[src/rtl/gclk_pkg.sv]
package gclk_pkg;

    localparam int DIVW  = 8;
    localparam int SRC_N = 4;
    localparam int SHW   = DIVW + 3;

    typedef struct packed {
        logic [DIVW-1:0] div;
        logic            diven;
        logic            cen;
        logic            pllsel;
        logic            oscsel;
    } gclk_cfg_t;

    typedef enum logic [1:0] {
        CH_OFF  = 2'd0,
        CH_RUN  = 2'd1,
        CH_HOLD = 2'd2
    } gclk_state_e;

    function automatic logic [31:0] cfg_to_word(gclk_cfg_t c);
        logic [31:0] w;
        w                = '0;
        w[0]             = c.oscsel;
        w[1]             = c.pllsel;
        w[2]             = c.cen;
        w[4]             = c.diven;
        w[8 +: DIVW]     = c.div;
        return w;
    endfunction

    function automatic gclk_cfg_t word_to_cfg(logic [31:0] w);
        gclk_cfg_t c;
        c.oscsel = w[0];
        c.pllsel = w[1];
        c.cen    = w[2];
        c.diven  = w[4];
        c.div    = w[8 +: DIVW];
        return c;
    endfunction

endpackage

[src/rtl/gclk_regs.sv]
module gclk_regs
    import gclk_pkg::*;
#(
    parameter int NCH  = 8,
    parameter int AW   = 8,
    parameter int BASE = 'h60
) (
    input  logic                   clk,
    input  logic                   rst_n,
    input  logic                   bus_wr,
    input  logic [AW-1:0]          bus_addr,
    input  logic [31:0]            bus_wdata,
    output logic [31:0]            bus_rdata,
    output gclk_cfg_t [NCH-1:0]    cfg_o
);

    localparam int IDXW   = (NCH > 1) ? $clog2(NCH) : 1;
    localparam int BASE_W = BASE / 4;

    logic [31:0] word_i;
    logic [31:0] off;
    logic        hit;
    gclk_cfg_t   cfg_q [NCH];

    always_comb begin
        word_i = 32'(bus_addr) >> 2;
        off    = word_i - 32'(BASE_W);
        hit    = (bus_addr[1:0] == 2'b00) && (word_i >= 32'(BASE_W)) && (off < 32'(NCH));
    end

    for (genvar i = 0; i < NCH; i++) begin : g_reg
        always_ff @(posedge clk) begin
            if (!rst_n) begin
                cfg_q[i] <= '0;
            end else if (bus_wr && hit && (off == 32'(i))) begin
                cfg_q[i] <= word_to_cfg(bus_wdata);
            end
        end
        assign cfg_o[i] = cfg_q[i];
    end

    always_comb begin
        bus_rdata = hit ? cfg_to_word(cfg_q[off[IDXW-1:0]]) : '0;
    end

    // control words only move on a decoded write
    p_idle_stable_r2: assert property (@(posedge clk) disable iff (!rst_n)
        !bus_wr |=> $stable(cfg_o));

    p_miss_ignored_r2: assert property (@(posedge clk) disable iff (!rst_n)
        (bus_wr && !hit) |=> $stable(cfg_o));

endmodule

[src/rtl/gclk_chan.sv]
module gclk_chan
    import gclk_pkg::*;
(
    input  logic             clk,
    input  logic             rst_n,
    input  gclk_cfg_t        cfg,
    input  logic [SRC_N-1:0] src_tick,
    output logic             gclk_out,
    output logic             gclk_en
);

    gclk_state_e     state, nxt;
    logic [DIVW-1:0] cnt;
    logic            out_q;
    logic [SHW-1:0]  shape_now, shape_q;
    logic            chg;
    logic            tick;

    always_comb begin
        tick      = src_tick[{cfg.pllsel, cfg.oscsel}];
        shape_now = {cfg.pllsel, cfg.oscsel, cfg.diven, cfg.div};
        chg       = (shape_now != shape_q);
    end

    always_ff @(posedge clk) begin
        if (!rst_n) shape_q <= '0;
        else        shape_q <= shape_now;
    end

    // next-state logic
    always_comb begin
        nxt = state;
        unique case (state)
            CH_OFF:  if (cfg.cen) nxt = CH_RUN;
            CH_RUN:  if (!cfg.cen) nxt = CH_OFF;
                     else if (chg) nxt = CH_HOLD;
            CH_HOLD: if (!cfg.cen) nxt = CH_OFF;
                     else if (!chg && tick) nxt = CH_RUN;
            default: nxt = CH_OFF;
        endcase
    end

    // state register
    always_ff @(posedge clk) begin
        if (!rst_n) state <= CH_OFF;
        else        state <= nxt;
    end

    // output and divider counter
    always_ff @(posedge clk) begin
        if (!rst_n) begin
            cnt   <= '0;
            out_q <= 1'b0;
        end else begin
            unique case (state)
                CH_RUN: begin
                    if (!cfg.cen || chg) begin
                        cnt   <= '0;
                        out_q <= 1'b0;
                    end else if (!cfg.diven) begin
                        cnt   <= '0;
                        out_q <= tick;
                    end else if (tick) begin
                        if (cnt == cfg.div) begin
                            cnt   <= '0;
                            out_q <= ~out_q;
                        end else begin
                            cnt <= cnt + 1'b1;
                        end
                    end
                end
                default: begin
                    cnt   <= '0;
                    out_q <= 1'b0;
                end
            endcase
        end
    end

    assign gclk_out = out_q;
    assign gclk_en  = (state != CH_OFF);

    p_stop_r7: assert property (@(posedge clk) disable iff (!rst_n)
        !cfg.cen |=> (!gclk_out && !gclk_en));

    p_hold_low_r8: assert property (@(posedge clk) disable iff (!rst_n)
        (state != CH_OFF && cfg.cen && chg) |=> (!gclk_out && gclk_en));

    p_pass_r6: assert property (@(posedge clk) disable iff (!rst_n)
        (state == CH_RUN && cfg.cen && !chg && !cfg.diven) |=> (gclk_out == $past(tick)));

    p_div_steady_r5: assert property (@(posedge clk) disable iff (!rst_n)
        (state == CH_RUN && cfg.cen && !chg && cfg.diven && !tick) |=> $stable(gclk_out));

endmodule

[src/rtl/gclk_gen.sv]
module gclk_gen
    import gclk_pkg::*;
#(
    parameter int NCH  = 8,
    parameter int AW   = 8,
    parameter int BASE = 'h60
) (
    input  logic             clk,
    input  logic             rst_n,
    input  logic             bus_wr,
    input  logic [AW-1:0]    bus_addr,
    input  logic [31:0]      bus_wdata,
    output logic [31:0]      bus_rdata,
    input  logic [SRC_N-1:0] src_tick,
    output logic [NCH-1:0]   gclk_out,
    output logic [NCH-1:0]   gclk_en
);

    gclk_cfg_t [NCH-1:0] cfg;

    gclk_regs #(.NCH(NCH), .AW(AW), .BASE(BASE)) u_regs (
        .clk       (clk),
        .rst_n     (rst_n),
        .bus_wr    (bus_wr),
        .bus_addr  (bus_addr),
        .bus_wdata (bus_wdata),
        .bus_rdata (bus_rdata),
        .cfg_o     (cfg)
    );

    for (genvar i = 0; i < NCH; i++) begin : g_ch
        gclk_chan u_ch (
            .clk      (clk),
            .rst_n    (rst_n),
            .cfg      (cfg[i]),
            .src_tick (src_tick),
            .gclk_out (gclk_out[i]),
            .gclk_en  (gclk_en[i])
        );
    end

endmodule

[config.mk]
export PLATFORM = sky130hd
export DESIGN_NAME = gclk_gen
export DESIGN_NICKNAME = d
export VERILOG_FILES = /design/src/rtl/gclk_pkg.sv /design/src/rtl/gclk_regs.sv /design/src/rtl/gclk_chan.sv /design/src/rtl/gclk_gen.sv
export SDC_FILE = /design/constraint.sdc
export NUM_CORES = 1
export LEC_CHECK = 0
export ABC_AREA = 1
export ABC_CLOCK_PERIOD_IN_PS = 1800
export BUFFER_PORTS_ARGS = -buffer_cell sky130_fd_sc_hd__buf_4
export CAP_MARGIN = 20
export CORE_ASPECT_RATIO = 0.6
export CORE_MARGIN = 5
export CORE_UTILIZATION = 50
export DETAILED_ROUTE_END_ITERATION = 8
export HOLD_SLACK_MARGIN = 0.1
export PLACE_DENSITY = 0.71
export SLEW_MARGIN = 40
export SYNTH_ARGS = -nofsm -noshare
export SYNTH_HDL_FRONTEND = slang
export SYNTH_HIERARCHICAL = 1
export SYNTH_SLANG_ARGS = --single-unit
[constraint.sdc]
create_clock -name clk -period 1.8 [get_ports clk]
set_input_delay 0.09 -clock clk [delete_from_list [all_inputs] [get_ports clk]]
set_output_delay 0.09 -clock clk [all_outputs]
set_load 0.1 [all_outputs]
==> impl_results.md, run 1 <==
* Status: complete, but fails checks
* Final min period at 1.88 ns
* Post-route ant nets at 0
* Number of buffers created by CTS at 27
* Total gr overflow at 0
* Drt first-iter violations at 1158
* Placeable Area at 28600 um2
* Post-synth EDFFs at 96
* Final Hold Fails at 0
* Fin worst setup slack at -0.0776 ns
* Tightest Pin Transition at 0.607 ns
* Async S/R FF share, synth at 0%
* RSZ-0062 raised after global routing: yes
* Clock Sinks at 272
* Setup_tns at -0.493 ns
* Number of instances in the placed design at 2424
* Initial Utilization at 50.6%
* Setup crit end kind: output pin
* Buffers added on ports at 54
* Setup violators final at 10
* Via density at 5.02
* Ant. Diodes at 0
* Period utilisation layout at 104%
* Via count at roughly 13000
* Startpoint class of the critical path: flop
* Cells after synthesis at 1995
* TritonCTS clock tree: built
* Most frequent CP cell: nor2_1
* Slowest CP cell: edfxtp_1
* Drt first pass iters at 6
* CTS root buffer: clkbuf_16
* Nets at roughly 2200
* Post-Syn Area at 14500 um2
* Antenna violations before repair at 0
* VDD IR max at 705 uV
* Dominant synthesized flop cell: dfxtp_1
* Number of global-route vias before repair at 11900
* Critical path data required time at 1.71 ns
* Die extent in x at 230 um
* Worst path cell trace: buf_6 > o21ai_2 > nor2_1 > nor2_1 > nor2_4 > buf_12
* H-tree levels at 1
* Wirelength per Cell at 15.7 um
* Max-cap viol count at 0
* Largest cells by area after synthesis: dfxtp_1, edfxtp_1, nand2_1, nor2_1, inv_1
* Worst-skew pair later-pin latency at 0.56 ns
* Yosys warnings at 6
* Placed wire-length estimate at 28.6 mm
* Unique cell type count in the Yosys netlist at 29
* CTS Buffer Depth at 3
* Synth top area share at 24.3%
* Layout area overhead at 22.8%
* IO Pins at 95
* Top-count cell post-synth: nand2_1
* Count of final max-slew check failures at 0
* Most frequent cells after synthesis: nand2_1, nor2_1, inv_1, dfxtp_1, nand3_1
* Slew HR at between 50% and 60%
* Fmax achieved at 533 MHz
* Share of layout cells above drive strength 1 at 19.4%
* Clk pin slew, worst setup/hold paths at around 0.070 ns
* Critical path class: reg2out
* Die area at roughly 33000 um2
* Post-synthesis sequential area ratio at between 40% and 50%
* First-pass GRT wire length at ~64 mm
* GRT Overall Usage at about 25%
* R2R Setup Slk at 0.05 ns
* Avg Cell Area, Syn at 7.27 um2
* PD cells at between 800 and 900 nW/um2
* Failing checks: negative setup slack
* WP buf/inv at 2
* CP top delay family: flip-flops
* Worst path max stage delay at 0.42 ns
* Arrival time at the worst endpoint at 1.79 ns
* GP Congestion at roughly 0.93
* Worst hold-check path type: in2reg
* Area leader, netlist: dfxtp_1
* Total power at 15.0 mW
* DR DRC count at 0
* Clk_skew at 0.0213 ns
* Final Non-Filler Cells at 2586
* Largest net degree at the start of global routing at 57
* Critical-path maximum fanout at 2
* Die Ht at 142 um
* # rows at 48
* WHS at 0.138 ns
* P_leak at between 8 and 9 nW
* Seq cells post-synth at 272
* DRT Wirelength at 40.7 mm
timing repair:
action,4_1_cts,5_1_grt
resized for setup,83,44
buffers inserted,91,19
setup endpoints to repair,12,50
hold endpoints to repair,119,0
pin swaps,21,29
gates cloned,0,1
hold buffers,9,0
cells in the final DEF (no fill, tap or decap), types with 3 or more instances in the layout:
master	synthesis	layout
nand2_1	531	514
nor2_1	346	302
inv_1	281	281
dfxtp_1	176	176
buf_4	21	176
nand3_1	122	117
edfxtp_1	96	96
xnor2_1	96	93
inv_2	50	50
nand4_1	46	46
nor2_2	15	37
nor2_4	9	31
o21ai_0	48	31
clkbuf_16	0	29
nand2_2	12	29
a21oi_1	24	24
xor2_1	24	24
conb_1	1	20
buf_12	0	18
nand3_2	8	12
o21bai_1	11	11
ha_1	10	10
nand3_4	8	9
dlygate4sd3_1	0	9
o21ai_2	0	9
or2_2	8	8
nor3b_1	8	8
o21ai_1	0	8
clkbuf_1	15	6
bufinv_16	0	6
buf_6	11	6
clkinv_1	0	5
xnor2_2	0	3
where the power goes:
group          total [mW]  internal (mW)  switching [mW]
combinational        2.08          0.685            1.39
clock                6.22           3.77            2.45
sequential           6.74           6.59           0.155
cell families after synthesis:
kind of cell / after synthesis / synth area share (%)
simple gates: 1115 / 33.2
fa+ha+maj: 10 / 0.862
flops: 272 / 44.2
xor+xnor: 120 / 7.24
buf+inv: 394 / 11.5
compound gates: 83 / 3.05
other cells: 1 / 0.0258
metal layers:
metal | up-vias | global-route usage, % | part of all wire (%)
li1 | 6469 | - | -
met1 | 5930 | 35.9 | 46
met2 | 522 | 37.7 | 42
met3 | 71 | 5.14 | 9.4
met4 | 0 | 6.38 | 2.7
met5 | - | 0 | 0
layout make-up:
class	count	area (um2)
fill	2451	10800
tap	375	469
sequential	272	6410
clock inverter	13	209
multi-input combinational	1348	6860
clock buffer	36	751
timing repair buffer	210	1860
inverter	332	1250
worst paths after layout:
check	from	cells after the start	end
setup reg to reg	u_regs/cfg_q[4][11]	9	g_ch[4].u_ch/cnt[7]
setup / recovery	u_regs/cfg_q[3][7]	6	bus_rdata[11]
hold / removal	bus_wdata[2]	3	u_regs/cfg_q[1][2]
hold reg to reg	g_ch[6].u_ch/gclk_out	2	g_ch[6].u_ch/gclk_out
metrics by stage:
| stage | util (%) | setup slack (ns) | instance area (um2) |
|---|---|---|---|
| 2_1_floorplan | - | -0.0604 | 14700 |
| 6_report | 62.2 | -0.0776 | 17800 |
| 3_5_place_dp | 54.3 | -0.148 | 15500 |
| 5_1_grt | 62.2 | -0.165 | 17800 |
| 4_1_cts | 61.1 | -0.0705 | 17500 |
| 3_3_place_gp | 54.3 | -0.0925 | 15500 |
registers in the layout, indices dropped and copies added (netlist names):
register / flops
g_ch.u_ch/shape_q: 88
g_ch.u_ch/state: 16
u_regs/cfg_q: 96
g_ch.u_ch/gclk_out: 8
g_ch.u_ch/cnt: 64
worst register-to-register path, delay by kind of cell, from the launching register on:
kind          cells  cell delay [ns]
xor+xnor          1             0.17
buf+inv           2             0.32
flops             1             0.44
simple gates      6             0.77
(Power assumes the default switching activity.)
==> run 2, diff against run 1 <==
- PLACE_DENSITY: 0.71 -> unset
- PLACE_DENSITY_LB_ADDON: unset -> 0.05
==> run 2 against run 1 <==
Combinational power about the same; largest cell class unchanged; the flow still finishes with violations (negative setup slack); sequential share of layout area about the same; setup slack improved by 0.0037 ns; count of clock-buffer cells in the layout increased by 5; final cell count increased by 0.39%.
==> impl_results.md, run 2 (synthesis gave the netlist of run 1 again) <==
* Count of final max-slew check failures at 0
* DR DRC count at 0
* VDD IR max at 799 uV
* Number of global-route vias before repair at about 12000
* Hold Path Cell Cnt at 4
* First-pass GRT wire length at 63.6 mm
* R2R Setup Slk at 0.09 ns
* Fmax achieved at 534 MHz
* Worst path max stage delay at 0.38 ns
* Met3 usage at about 4.5%
* Final min period at about 1.9 ns
* CP top delay family: simple AND/OR/NAND/NOR gates
* Die extent in x at 230 um
* Fin worst setup slack at -0.0739 ns
* Post-route ant nets at 0
* Design area at between 15000 and 20000 um2
* Nets at between 2000 and 2500
* Slew HR at 58.0%
* Share of layout cells above drive strength 1 at 20.4%
* Layer with the highest usage: met1
* Final Non-Filler Cells at about 2600
* Via count at between 10000 and 15000
* Grt met1 use at 37.1%
* Drt first pass iters at 7
* Largest net degree at the start of global routing at 43
* Number of buffers created by CTS at 28
* H-tree levels at 1
* Setup crit end kind: output pin
* Max reg flops at 96
* Startpoint class of the critical path: flop
* Clk pin slew, worst setup/hold paths at 0.07 ns
* Cell Area, Placed at about 16000 um2
* Top Registers: u_regs/cfg_q: 96 flops, g_ch.u_ch/shape_q: 88 flops, g_ch.u_ch/cnt: 64 flops
* IO Pins at 95
* Wirelength per Cell at approximately 16 um
* Period utilisation layout at 104%
* WP buf/inv at 2
* Placed wire-length estimate at ~30 mm
* Die area at 32600 um2
* Worst hold-check path type: in2reg
* Setup violators final at 11
* Multi-input logic area at around 6800 um2
* Max-cap viol count at 0
* Antenna violations before repair at 0
* Number of instances in the placed design at 2435
* FILL cells at 2593
* Layout area overhead at 22.8%
* CTS root buffer: clkbuf_16
* Failing checks: negative setup slack
* P_leak at between 8 and 9 nW
* Die Ht at 142 um
* CTS Buffer Depth at 3
* Initial Utilization at 50.6%
* Tightest Pin Transition at ~0.63 ns
* Total power at around 15 mW
* PD cells at 827 nW/um2
* # rows at 48
* Reg area at 6410 um2
* Total gr overflow at 0
* Largest Register: u_regs/cfg_q
* Hold path endpoint: g_ch[2].u_ch/shape_q[1]
* Cell count of the worst reg-to-reg path at 10
* Clk_skew at 0.0152 ns
* Setup_tns at -0.370 ns
* Critical-path maximum fanout at 2
* Status: complete, but fails checks
* Most frequent cells in the layout: nand2_1, nor2_1, inv_1
* Via density at 4.94
* Final Hold Fails at 0
* Slowest CP cell: edfxtp_1
* Worst reg2reg endpoint: g_ch[6].u_ch/cnt[3]
* DRT Wirelength at 40.7 mm
* Worst path cell trace: buf_6 > nor2_2 > o21bai_1 > nand2_1 > nand2_1 > nand2_2 > nor2_4 > buf_12
* Commonest non-fill, non-tap cell in the layout: nand2_1
* Clock Sinks at about 270
* GRT Overall Usage at roughly a quarter
* Placeable Area at roughly 29000 um2
* Met2 Track Usage GR at 35.6%
* Reg-to-Reg Start: u_regs/cfg_q[6][8]
* Drt first-iter violations at 1008
* RSZ-0062 raised after global routing: yes
* Worst-skew pair later-pin latency at 0.56 ns
* Critical path data required time at 1.71 ns
* Hold_sp: rst_n
* GP Congestion at 0.902
* Buffers added on ports at 54
* Most frequent CP cell: nand2_1
* Arrival time at the worst endpoint at approximately 1.8 ns
* TritonCTS clock tree: built
* Critical path class: reg2out
[run 2: cell types whose count changed in the layout (fill, tap and decap cells not counted), sizes merged]
| cell | delta |
|---|---|
| buf | +8 |
| bufinv | -4 |
| clkbuf | +4 |
| clkinv | +1 |
| clkinvlp | +1 |
| diode | +1 |
| dlygate4sd3 | -1 |
[run 2: layout make-up]
type                       count  area share (%)
tap                          375            2.63
clock inverter                11           0.611
sequential                   272            36.0
clock buffer                  41            4.63
multi-input combinational   1348            38.4
inverter                     332            7.04
timing repair buffer         216            10.7
antenna                        1          0.0140
[run 2: metrics by stage]
step	utilization, %	hold WS [ns]	setup slack [ns]
2_1_floorplan	-	0.188	-0.0604
3_3_place_gp	54.6	0.490	-0.0727
3_5_place_dp	54.6	0.493	-0.136
4_1_cts	61.1	0.101	-0.0686
5_1_grt	62.2	0.102	-0.132
6_report	62.2	0.128	-0.0739
[run 2: per-layer routing]
metal | vias up | routed length, um
li1 | 6492 | -
met3 | 85 | 3370
met2 | 437 | 16600
met4 | 0 | 1230
met1 | 5820 | 19500
met5 | - | 0
[run 2: worst max path at each step]
stage / cells after the start / startpoint / slack, ns / endpoint
6_report: 8 / u_regs/cfg_q[1][6] / -0.07 / bus_rdata[10]
5_1_grt: 7 / u_regs/cfg_q[1][8] / -0.13 / bus_rdata[12]
4_1_cts: 8 / u_regs/cfg_q[1][6] / -0.07 / bus_rdata[10]
2_1_floorplan: 10 / bus_addr[5] / -0.06 / bus_rdata[10]
3_3_place_gp: 12 / bus_addr[5] / -0.07 / u_regs/cfg_q[7][0]
3_5_place_dp: 12 / bus_addr[5] / -0.14 / u_regs/cfg_q[7][4]
[run 2: power breakdown]
part / internal, mW / total (mW) / leakage (nW) / switching [mW]
Sequential: 6.59 / 6.74 / 2.36 / 0.150
Combinational: 0.679 / 2.07 / 5.49 / 1.39
Clock: 3.46 / 5.93 / 0.460 / 2.48
[run 2: tightest hold or removal path, cell delays in order]
cell and delay, ns:
buf_4 0.21, buf_12 0.22, nand2_1 0.09, inv_1 0.03
[run 2: what timing repair did]
item | 4_1_cts | 5_1_grt
gates cloned | 0 | 0
hold buffers | 7 | 1
buffers inserted | 87 | 20
hold endpoints to repair | 41 | 1
pin swaps | 11 | 32
setup endpoints to repair | 12 | 39
gates resized for setup | 82 | 50
==> run 3, diff against run 2 <==
- ABC_AREA: 1 -> unset
==> run 3 against run 2 <==
The run still ends with negative setup slack left; power up 4.0%; largest cell class unchanged; non-clock buffer count is 171 higher; clock skew up 0.0044 ns; die area down 2.6%; core utilization is 12 points higher; count of clock-buffer cells in the layout shrank 6; routed wire length up 9.9%; fmax decreased by 3.9%; critical path type is now reg2reg.
==> impl_results.md, run 3 <==
* Status: complete, but fails checks
* Failing checks: negative setup slack
* Avg Cell Area, Syn at 11.0 um2
* FILL cells at 1883
* Setup crit end kind: flop
* DR DRC count at 0
* Setup violators final at 55
* PD cells at 748 nW/um2
* Initial Utilization at around half
* Largest net degree at the start of global routing at 40
* Die extent in x at roughly 230 um
* Top Layer Used: met4
* Met3 WL at between 3 and 4 mm
* TritonCTS clock tree: built
* Antenna violations before repair at 2
* Nets at 1726
* Pre-CTS setup slack at -0.403 ns
* # rows at 47
* Die Ht at 140 um
* Area leader, netlist: dfxtp_1
* Clk pin slew, worst setup/hold paths at about 0.07 ns
* Final Non-Filler Cells at 2056
* Drt first pass iters at 5
* Clock Sinks at about 270
* Unique cell type count in the Yosys netlist at 52
* Startpoint class of the critical path: flop
* CTS root buffer: clkbuf_16
* Met2 Routed Length at 19.3 mm
* P_leak at 7.71 nW
* Tightest Pin Transition at 0.655 ns
* Most frequent cells in the layout: buf_4, and2_1, dfxtp_1
* Slew HR at 56.3%
* Worst hold-check path type: in2reg
* WHS at approximately 0.21 ns
* Period utilisation layout at 108%
* Die area at 31800 um2
* Max reg flops at 96
* Post-synthesis sequential area ratio at 45.4%
* Final min period at 1.95 ns
* Placed wire-length estimate at 28.6 mm
* Number of global-route vias before repair at 10700
* Critical path class: reg2reg
* GP Congestion at 0.826
* First-pass GRT wire length at roughly 62 mm
* RSZ-0062 raised after global routing: yes
* Top-count cell post-synth: and2_1
* Critical path data required time at 2.25 ns
* Number of instances in the placed design at 1847
* IO Pins at 95
* Arrival time at the worst endpoint at about 2.4 ns
* Synth top area share at 25.0%
* Final Hold Fails at 0
* Cells after synthesis at between 1000 and 1500
* Count of final max-slew check failures at 0
* Share of layout cells above drive strength 1 at roughly 40%
* Post-route ant nets at 0
* Dominant synthesized flop cell: dfxtp_1
* CTS Buffer Depth at 3
* Async S/R FF share, synth at 0%
* Clk_skew at 0.0195 ns
* Commonest non-fill, non-tap cell in the layout: buf_4
* Critical-path maximum fanout at 6
* Layout area overhead at 45.3%
* Worst-skew pair later-pin latency at 0.55 ns
* Largest cells by area after synthesis: dfxtp_1, edfxtp_1, and2_1, xor2_1, xnor2_1
* Final core occ at between 70 and 80%
* GRT Overall Usage at 25.0%
* Top Registers: u_regs/cfg_q: 96 flops, g_ch.u_ch/shape_q: 88 flops, g_ch.u_ch/cnt: 64 flops
* Setup_tns at -2.90 ns
* Most frequent cells after synthesis: and2_1, dfxtp_1, xor2_1, edfxtp_1, xnor2_1
* Largest Register: u_regs/cfg_q
* Via count at 11800
* Buffers added on ports at between 50 and 60
* VDD IR max at 907 uV
* Drt first-iter violations at 1176
* DRT Wirelength at approximately 45 mm
* Wirelength per Cell at 21.7 um
* Placeable Area at 27700 um2
* Post-synth EDFFs at 96
* Number of buffers created by CTS at 27
* H-tree levels at 1
* Post-Route M1 WL at 20.7 mm
* Max-cap viol count at 0
* Seq cells post-synth at between 200 and 300
* Design area at 20500 um2
* Total gr overflow at 0
* Fin worst setup slack at -0.150 ns
* Via density at 5.75
* Yosys warnings at 6
* Ant. Diodes at 0
* Cell Area, Placed at 16400 um2
* Fmax achieved at 513 MHz
* Post-Syn Area at 14100 um2
* Total power at 15.3 mW
[run 3: cell count changes in the layout (fill, tap and decap cells not counted), sizes merged, moves of 25 or more]
cell	previous run	this run
buf	208	374
o21ai	48	10
inv	331	27
and3	0	27
a2111oi	0	40
xor2	24	128
nor4	0	25
mux2i	0	46
and2	0	201
nand3	138	32
nand2	543	50
xnor2	96	64
nor2	370	20
[run 3: where the power goes]
part	leakage (nW)	total, mW	switching, mW	internal, mW
combinational	4.93	2.74	1.63	1.12
sequential	2.36	6.76	0.172	6.59
clock	0.431	5.82	2.49	3.33
[run 3: worst max-delay path, cell delays in order, from the launching register on]
cell and delay, ns:
edfxtp_1 0.42, buf_6 0.15, xor2_4 0.18, nor4_4 0.39
nand4_4 0.23, buf_4 0.21, a2111oi_4 0.26
[run 3: what timing repair did]
action	in CTS	in global routing
cloned	3	6
resized for setup	135	200
buffers inserted	81	64
hold buffers	13	0
setup endpoints to repair	20	168
pin swaps	32	97
hold endpoints to repair	161	0
[run 3: per-layer routing]
metal	up-vias	GRT usage [%]
met3	56	4.89
met4	0	5.98
met5	-	0
met1	5841	40.1
met2	446	34.4
li1	5479	-
[run 3: kinds of logic after synthesis]
logic type	Yosys count	share of synthesized area, %
and+or+nand+nor	494	23.9
DFF	272	45.4
xor gates and xnor gates	192	11.9
AOI/OAI and AO/OA	175	10.1
buffers and inverters	87	3.03
muxes	55	4.70
adders and majority gates	10	0.887
other	1	0.0266
[run 3: path summary, 6_finish.rpt]
kind	from	endpoint	slack, ns	depth (start not counted)
hold / removal	bus_addr[4]	u_regs/cfg_q[2][1]	0.21	3
setup / recovery	u_regs/cfg_q[2][8]	g_ch[2].u_ch/cnt[4]	-0.15	6
hold reg to reg	g_ch[1].u_ch/cnt[2]	g_ch[1].u_ch/cnt[2]	0.55	2
setup reg to reg	u_regs/cfg_q[2][8]	g_ch[2].u_ch/cnt[4]	-0.15	6
[run 3: area by class of cell]
type	count	area, um2	area share, %
Multi-Input combinational cell	954	9140	44.6
Sequential cell	272	6410	31.3
Timing Repair Buffer	387	3500	17.1
Clock buffer	35	737	3.60
Tap cell	367	459	2.24
Clock inverter	14	155	0.757
Inverter	27	101	0.495
